`src/rtl/dqpsk_pkg.sv`:
```
// Shared types for the differential QPSK mapper.
// Assumes the phase is counted in units of pi/4, so a 3-bit index covers a full turn.
package dqpsk_pkg;
    localparam int PH_W = 3;

    // Step selector: x is the earlier bit of the pair, y the later one.
    typedef struct packed {
        logic x;
        logic y;
    } dibit_t;

    typedef logic [PH_W-1:0] phase_t;
endpackage

```
`src/rtl/dqpsk_bit_pairer.sv`:
```
// Serial-to-parallel split: collects two accepted bits into one step selector.
// Assumes a bit is accepted at every edge where bit_valid is high.
// The pair is presented combinationally on the edge that accepts the second bit.
module dqpsk_bit_pairer
    import dqpsk_pkg::*;
(
    input  logic   clk,
    input  logic   rst_n,
    input  logic   bit_in,
    input  logic   bit_valid,
    output logic   pair_valid,
    output dibit_t pair
);
    logic have_x;
    logic x_q;

    // Pair completes when a bit arrives while the first bit is already held.
    always_comb begin
        pair_valid = bit_valid && have_x;
        pair.x     = x_q;
        pair.y     = bit_in;
    end

    // Store the first bit of a pair, or release it once its partner arrives.
    always_ff @(posedge clk) begin
        if (!rst_n) begin
            have_x <= 1'b0;
            x_q    <= 1'b0;
        end else if (bit_valid) begin
            if (have_x) begin
                have_x <= 1'b0;
            end else begin
                have_x <= 1'b1;
                x_q    <= bit_in;
            end
        end
    end
endmodule

```
`src/rtl/dqpsk_phase_accum.sv`:
```
// Gray-coded step lookup and modulo-8 phase accumulator.
// Assumes pair_valid pulses once per completed pair. The index wraps through its natural width.
module dqpsk_phase_accum
    import dqpsk_pkg::*;
(
    input  logic   clk,
    input  logic   rst_n,
    input  logic   pair_valid,
    input  dibit_t pair,
    output phase_t phase_next,
    output phase_t phase_q
);
    phase_t step;

    // Map the step selector to an odd multiple of pi/4.
    always_comb begin
        unique case ({pair.x, pair.y})
            2'b00:   step = phase_t'(1);
            2'b01:   step = phase_t'(3);
            2'b11:   step = phase_t'(5);
            default: step = phase_t'(7);
        endcase
        phase_next = pair_valid ? phase_t'(phase_q + step) : phase_q;
    end

    // Hold the running phase; reset returns it to 0 rad.
    always_ff @(posedge clk) begin
        if (!rst_n) begin
            phase_q <= '0;
        end else begin
            phase_q <= phase_next;
        end
    end
endmodule

```
`src/rtl/dqpsk_iq_lut.sv`:
```
// Converts a phase index into signed I/Q impulse amplitudes and registers them.
// Assumes load is high only for a new symbol. Between symbols the outputs hold.
module dqpsk_iq_lut
    import dqpsk_pkg::*;
#(
    parameter int SAMPLE_W   = 16,
    parameter int FULL_SCALE = 32767,
    parameter int DIAG_SCALE = 23170
) (
    input  logic                       clk,
    input  logic                       rst_n,
    input  logic                       load,
    input  phase_t                     phase,
    output logic                       out_valid,
    output logic signed [SAMPLE_W-1:0] i_out,
    output logic signed [SAMPLE_W-1:0] q_out
);
    localparam logic signed [SAMPLE_W-1:0] PF = SAMPLE_W'(FULL_SCALE);
    localparam logic signed [SAMPLE_W-1:0] PD = SAMPLE_W'(DIAG_SCALE);
    localparam logic signed [SAMPLE_W-1:0] NF = -PF;
    localparam logic signed [SAMPLE_W-1:0] ND = -PD;
    localparam logic signed [SAMPLE_W-1:0] ZZ = '0;

    logic signed [SAMPLE_W-1:0] i_nxt;
    logic signed [SAMPLE_W-1:0] q_nxt;

    // Eight-point cosine/sine table in steps of pi/4.
    always_comb begin
        unique case (phase)
            3'd0:    begin i_nxt = PF; q_nxt = ZZ; end
            3'd1:    begin i_nxt = PD; q_nxt = PD; end
            3'd2:    begin i_nxt = ZZ; q_nxt = PF; end
            3'd3:    begin i_nxt = ND; q_nxt = PD; end
            3'd4:    begin i_nxt = NF; q_nxt = ZZ; end
            3'd5:    begin i_nxt = ND; q_nxt = ND; end
            3'd6:    begin i_nxt = ZZ; q_nxt = NF; end
            default: begin i_nxt = PD; q_nxt = ND; end
        endcase
    end

    // Register a new impulse pair per symbol; reset shows the 0 rad reference.
    always_ff @(posedge clk) begin
        if (!rst_n) begin
            out_valid <= 1'b0;
            i_out     <= PF;
            q_out     <= ZZ;
        end else begin
            out_valid <= load;
            if (load) begin
                i_out <= i_nxt;
                q_out <= q_nxt;
            end
        end
    end
endmodule

```
`src/rtl/dqpsk_mapper.sv`:
```
// Top of the pi/4-shifted differential QPSK symbol mapper.
// Pairs serial bits, accumulates the Gray-coded phase steps and emits one I/Q impulse per symbol.
// Assumes the downstream filters always take the impulse, so there is no output back-pressure.
module dqpsk_mapper
    import dqpsk_pkg::*;
#(
    parameter int SAMPLE_W   = 16,
    parameter int FULL_SCALE = 32767,
    parameter int DIAG_SCALE = 23170
) (
    input  logic                       clk,
    input  logic                       rst_n,
    input  logic                       bit_in,
    input  logic                       bit_valid,
    output logic                       bit_ready,
    output logic                       sym_valid,
    output logic signed [SAMPLE_W-1:0] i_out,
    output logic signed [SAMPLE_W-1:0] q_out
);
    logic   pair_valid;
    dibit_t pair;
    phase_t phase_next;
    phase_t phase_q;

    // The mapper consumes one bit per cycle and never stalls its input.
    assign bit_ready = 1'b1;

    dqpsk_bit_pairer u_pairer (
        .clk        (clk),
        .rst_n      (rst_n),
        .bit_in     (bit_in),
        .bit_valid  (bit_valid),
        .pair_valid (pair_valid),
        .pair       (pair)
    );

    dqpsk_phase_accum u_accum (
        .clk        (clk),
        .rst_n      (rst_n),
        .pair_valid (pair_valid),
        .pair       (pair),
        .phase_next (phase_next),
        .phase_q    (phase_q)
    );

    dqpsk_iq_lut #(
        .SAMPLE_W   (SAMPLE_W),
        .FULL_SCALE (FULL_SCALE),
        .DIAG_SCALE (DIAG_SCALE)
    ) u_lut (
        .clk       (clk),
        .rst_n     (rst_n),
        .load      (pair_valid),
        .phase     (phase_next),
        .out_valid (sym_valid),
        .i_out     (i_out),
        .q_out     (q_out)
    );
endmodule

```
`config.mk`:
```
export PLATFORM = sky130hd
export DESIGN_NAME = dqpsk_mapper
export DESIGN_NICKNAME = d
export VERILOG_FILES = /design/src/rtl/dqpsk_pkg.sv /design/src/rtl/dqpsk_bit_pairer.sv /design/src/rtl/dqpsk_phase_accum.sv /design/src/rtl/dqpsk_iq_lut.sv /design/src/rtl/dqpsk_mapper.sv
export SDC_FILE = /design/constraint.sdc
export NUM_CORES = 1
export LEC_CHECK = 0
export BUFFER_PORTS_ARGS = -buffer_cell sky130_fd_sc_hd__buf_2
export CAP_MARGIN = 10
export CORE_MARGIN = 8
export CORE_UTILIZATION = 47
export DETAILED_ROUTE_END_ITERATION = 8
export PLACE_DENSITY = 0.78
export SKIP_LAST_GASP = 1
export SYNTH_ARGS = -nofsm -noshare
export SYNTH_HDL_FRONTEND = slang
export SYNTH_HIERARCHICAL = 1
export SYNTH_SLANG_ARGS = --single-unit
```
`constraint.sdc`:
```
create_clock -name clk -period 3.43 [get_ports clk]
set_clock_uncertainty 0.05 [all_clocks]
set_input_delay 0.5145 -clock clk [delete_from_list [all_inputs] [get_ports clk]]
set_output_delay 0.5145 -clock clk [all_outputs]
set_load 0.02 [all_outputs]
```
==> results.json <==
{
  "period_share_pct": 72.6,
  "layoutNonFillerInstCount": 143,
  "grt-ovfl-total": 0,
  "critPathCaptureType": "flip-flop",
  "outcome": "finished clean",
  "cp_slowest_cell": "fa_1",
  "ys_ff_latch": 16,
  "via_per_inst": 4.66,
  "worst_slack_ns": 0.940,
  "grt_pass1_vias": 629,
  "diodes": 0,
  "min_period_ns": 2.49,
  "cts-root-to-sink-buffers": 2,
  "power.leakage_nw": 0.488,
  "fp-row-count": 16,
  "core-area_um2": 1960,
  "die_area_um2": 3820,
  "vias": 667,
  "cpPeakStageDelay_ns": 0.36,
  "startpoint_type": "primary input",
  "clk_pin_slew_ns": 0.08,
  "maxSlewHeadroom_pct": 53.6,
  "tns_ns": 0,
  "ant_nets": 0,
  "dp_cells": 140,
  "synth_ff_type": "dfxtp_1",
  "yosysWarnings": 6,
  "vdd_drop_max_mv": 0.292,
  "synthCells": 106,
  "fp.dieH_um": 61.8,
  "cts_tree": "done",
  "pre_cts_ws_ns": 0.642,
  "drt-total-wl_um": 1710,
  "grt_pass1_wl_um": 2670,
  "synth_cell_types": 35,
  "worstMarginPinSlew_ns": 0.694,
  "gp_congestion": 0.795,
  "yosysSeqAreaShare_pct": 32.5,
  "postCtsSetupBuffers": 0,
  "slew_violations": 0,
  "dp_hpwl_um": 1330,
  "cts_sinks": 16,
  "async_reset_ff_share_pct": 0,
  "die_w_um": 61.8,
  "crit_fanout": 8,
  "antenna_found_initial": 0,
  "max_cap_violations": 0,
  "nFillCells": 216,
  "hold_viol": 0,
  "synth_area_per_cell_um2": 9.29,
  "syn_nets": 113,
  "setup.worst_path.start": "bit_in",
  "drive_above_1_share_pct": 43.1,
  "drc_errors": 0,
  "critPathKind": "in -> reg",
  "crit_chain": "buf_2 -> inv_1 -> ha_1 -> inv_1 -> fa_1 -> or3_1 -> and3_4 -> xor2_1 -> buf_4 -> xor2_1 -> mux2i_1 -> o211ai_2",
  "power_density_nw_per_um2": 390,
  "firstDrtPassIters": 2,
  "r2r_start": "u_pairer/x_q$_SDFFE_PN0P_",
  "drtIter0Drc": 14,
  "htreeDepth": 1,
  "grt_max_degree": 19,
  "crit_family": "adder cells",
  "wire_per_inst_um": 12.0,
  "numPortBuffers": 36,
  "min_path_type": "reg -> reg",
  "rsz0062_at_grt": "no",
  "cts_hold_buf": 0,
  "insertion_delay_ns": 0.28,
  "cp_num_buf_inv": 4,
  "setup_viol": 0,
  "postCtsResizedCells": 0,
  "nNetsFinal": 125,
  "ios": 38,
  "start_util_pct": 50.2,
  "fmax_ghz": 0.402,
  "cts_buffers": 3,
  "synth_edf_count": 0,
  "critical_path_required_ns": 3.53,
  "cts-root-buf": "clkbuf_4",
  "grt_use_total_pct": 9.39,
  "area_growth_pct": 1.02,
  "synth_area_um2": 985,
  "worst_hold_startpoint": "u_lut/q_out[15]$_SDFFE_PN0P_",
  "worstPathArrival_ns": 2.59
}
[final cells by class]
type	count	area, um2	area share (%)
multi-input cells	57	419	42.1
flip-flops and latches	16	320	32.2
inverters	3	11.3	1.13
clock buffers	3	22.5	2.26
well taps	27	33.8	3.40
repair buffers	37	188	18.9
[layout by cell type (no fill, tap or decap), drive strengths merged]
master / n
a21boi: 2
a21oi: 3
and2: 4
and3: 2
buf: 37
clkbuf: 3
conb: 1
dfxtp: 16
fa: 1
ha: 2
inv: 3
mux2: 1
mux2i: 4
nand2: 8
nand2b: 2
nand3b: 1
nor2: 3
nor2b: 5
nor3: 2
o211ai: 2
o21a: 2
o21ai: 6
o221a: 1
o22ai: 1
or3: 1
xor2: 3
[final timing paths]
| check | endpoint | slack, ns | cells after the start |
|---|---|---|---|
| worst max-delay path | u_lut/i_out[13]$_SDFFE_PN1P_ | 0.94 | 12 |
| worst min-delay path | u_lut/q_out[15]$_SDFFE_PN0P_ | 0.41 | 2 |
| worst max register to register | u_lut/i_out[13]$_SDFFE_PN1P_ | 0.98 | 10 |
| worst min register to register | u_lut/q_out[15]$_SDFFE_PN0P_ | 0.41 | 2 |
[registers in the layout, indices dropped and copies added (netlist names)]
signal           flops
u_pairer/x_q         1
u_accum/phase_q      3
u_lut/out_valid      1
u_lut/q_out          5
u_lut/i_out          5
u_pairer/have_x      1
[stage by stage]
step	util [%]	instance area, um2	hold WS [ns]	power [mW]
after global placement	49.6	972	0.395	0.296
after floorplan	-	985	0.385	0.296
final	50.7	995	0.412	0.388
after global routing	50.7	995	0.444	0.414
after detailed placement	49.6	972	0.404	0.299
after CTS	50.7	995	0.415	0.394
[power by group]
part           leakage [nW]  switching (mW)  internal (mW)
Sequential            0.130         0.00718          0.194
Combinational         0.344          0.0588         0.0343
Clock                0.0138          0.0532         0.0407
Total                 0.488           0.119          0.269
[kinds of logic (layout without fill, tap and decap cells)]
kind of cell,after synthesis,count (layout),synth area share (%)
simple gates,28,28,17.9
buf+inv,33,43,24.9
fa+ha+maj,3,3,4.57
compound gates,17,17,11.8
xor+xnor,3,3,2.67
other cells,1,1,0.381
flops,16,16,32.5
mux,5,5,5.21
[worst register-to-register path, cell delays in order, from the launching register on]
cell      delay, ns
dfxtp_1        0.33
ha_1           0.27
inv_1          0.05
fa_1           0.36
or3_1          0.35
and3_4         0.18
xor2_1         0.13
buf_4          0.17
xor2_1         0.17
mux2i_1        0.18
o211ai_2       0.09
[Yosys cell counts (all sizes together) (3+ instances only)]
cell | instances | area share, %
dfxtp | 16 | 33
and2 | 4 | 2.7
inv | 3 | 1.1
nor2b | 5 | 4.7
buf | 30 | 24
o21ai | 6 | 3.0
xor2 | 3 | 2.7
a21oi | 3 | 1.5
mux2i | 4 | 4.1
nor2 | 3 | 1.1
nand2 | 8 | 3.0
[per-layer routing]
layer	wire [um]	track usage, %	vias up
li1	-	-	342
met1	655	9.16	298
met2	858	17.6	25
met3	185	3.70	2
met4	11	2.92	0
met5	0	0	-
Note: power is estimated with default switching activity, not from simulation.
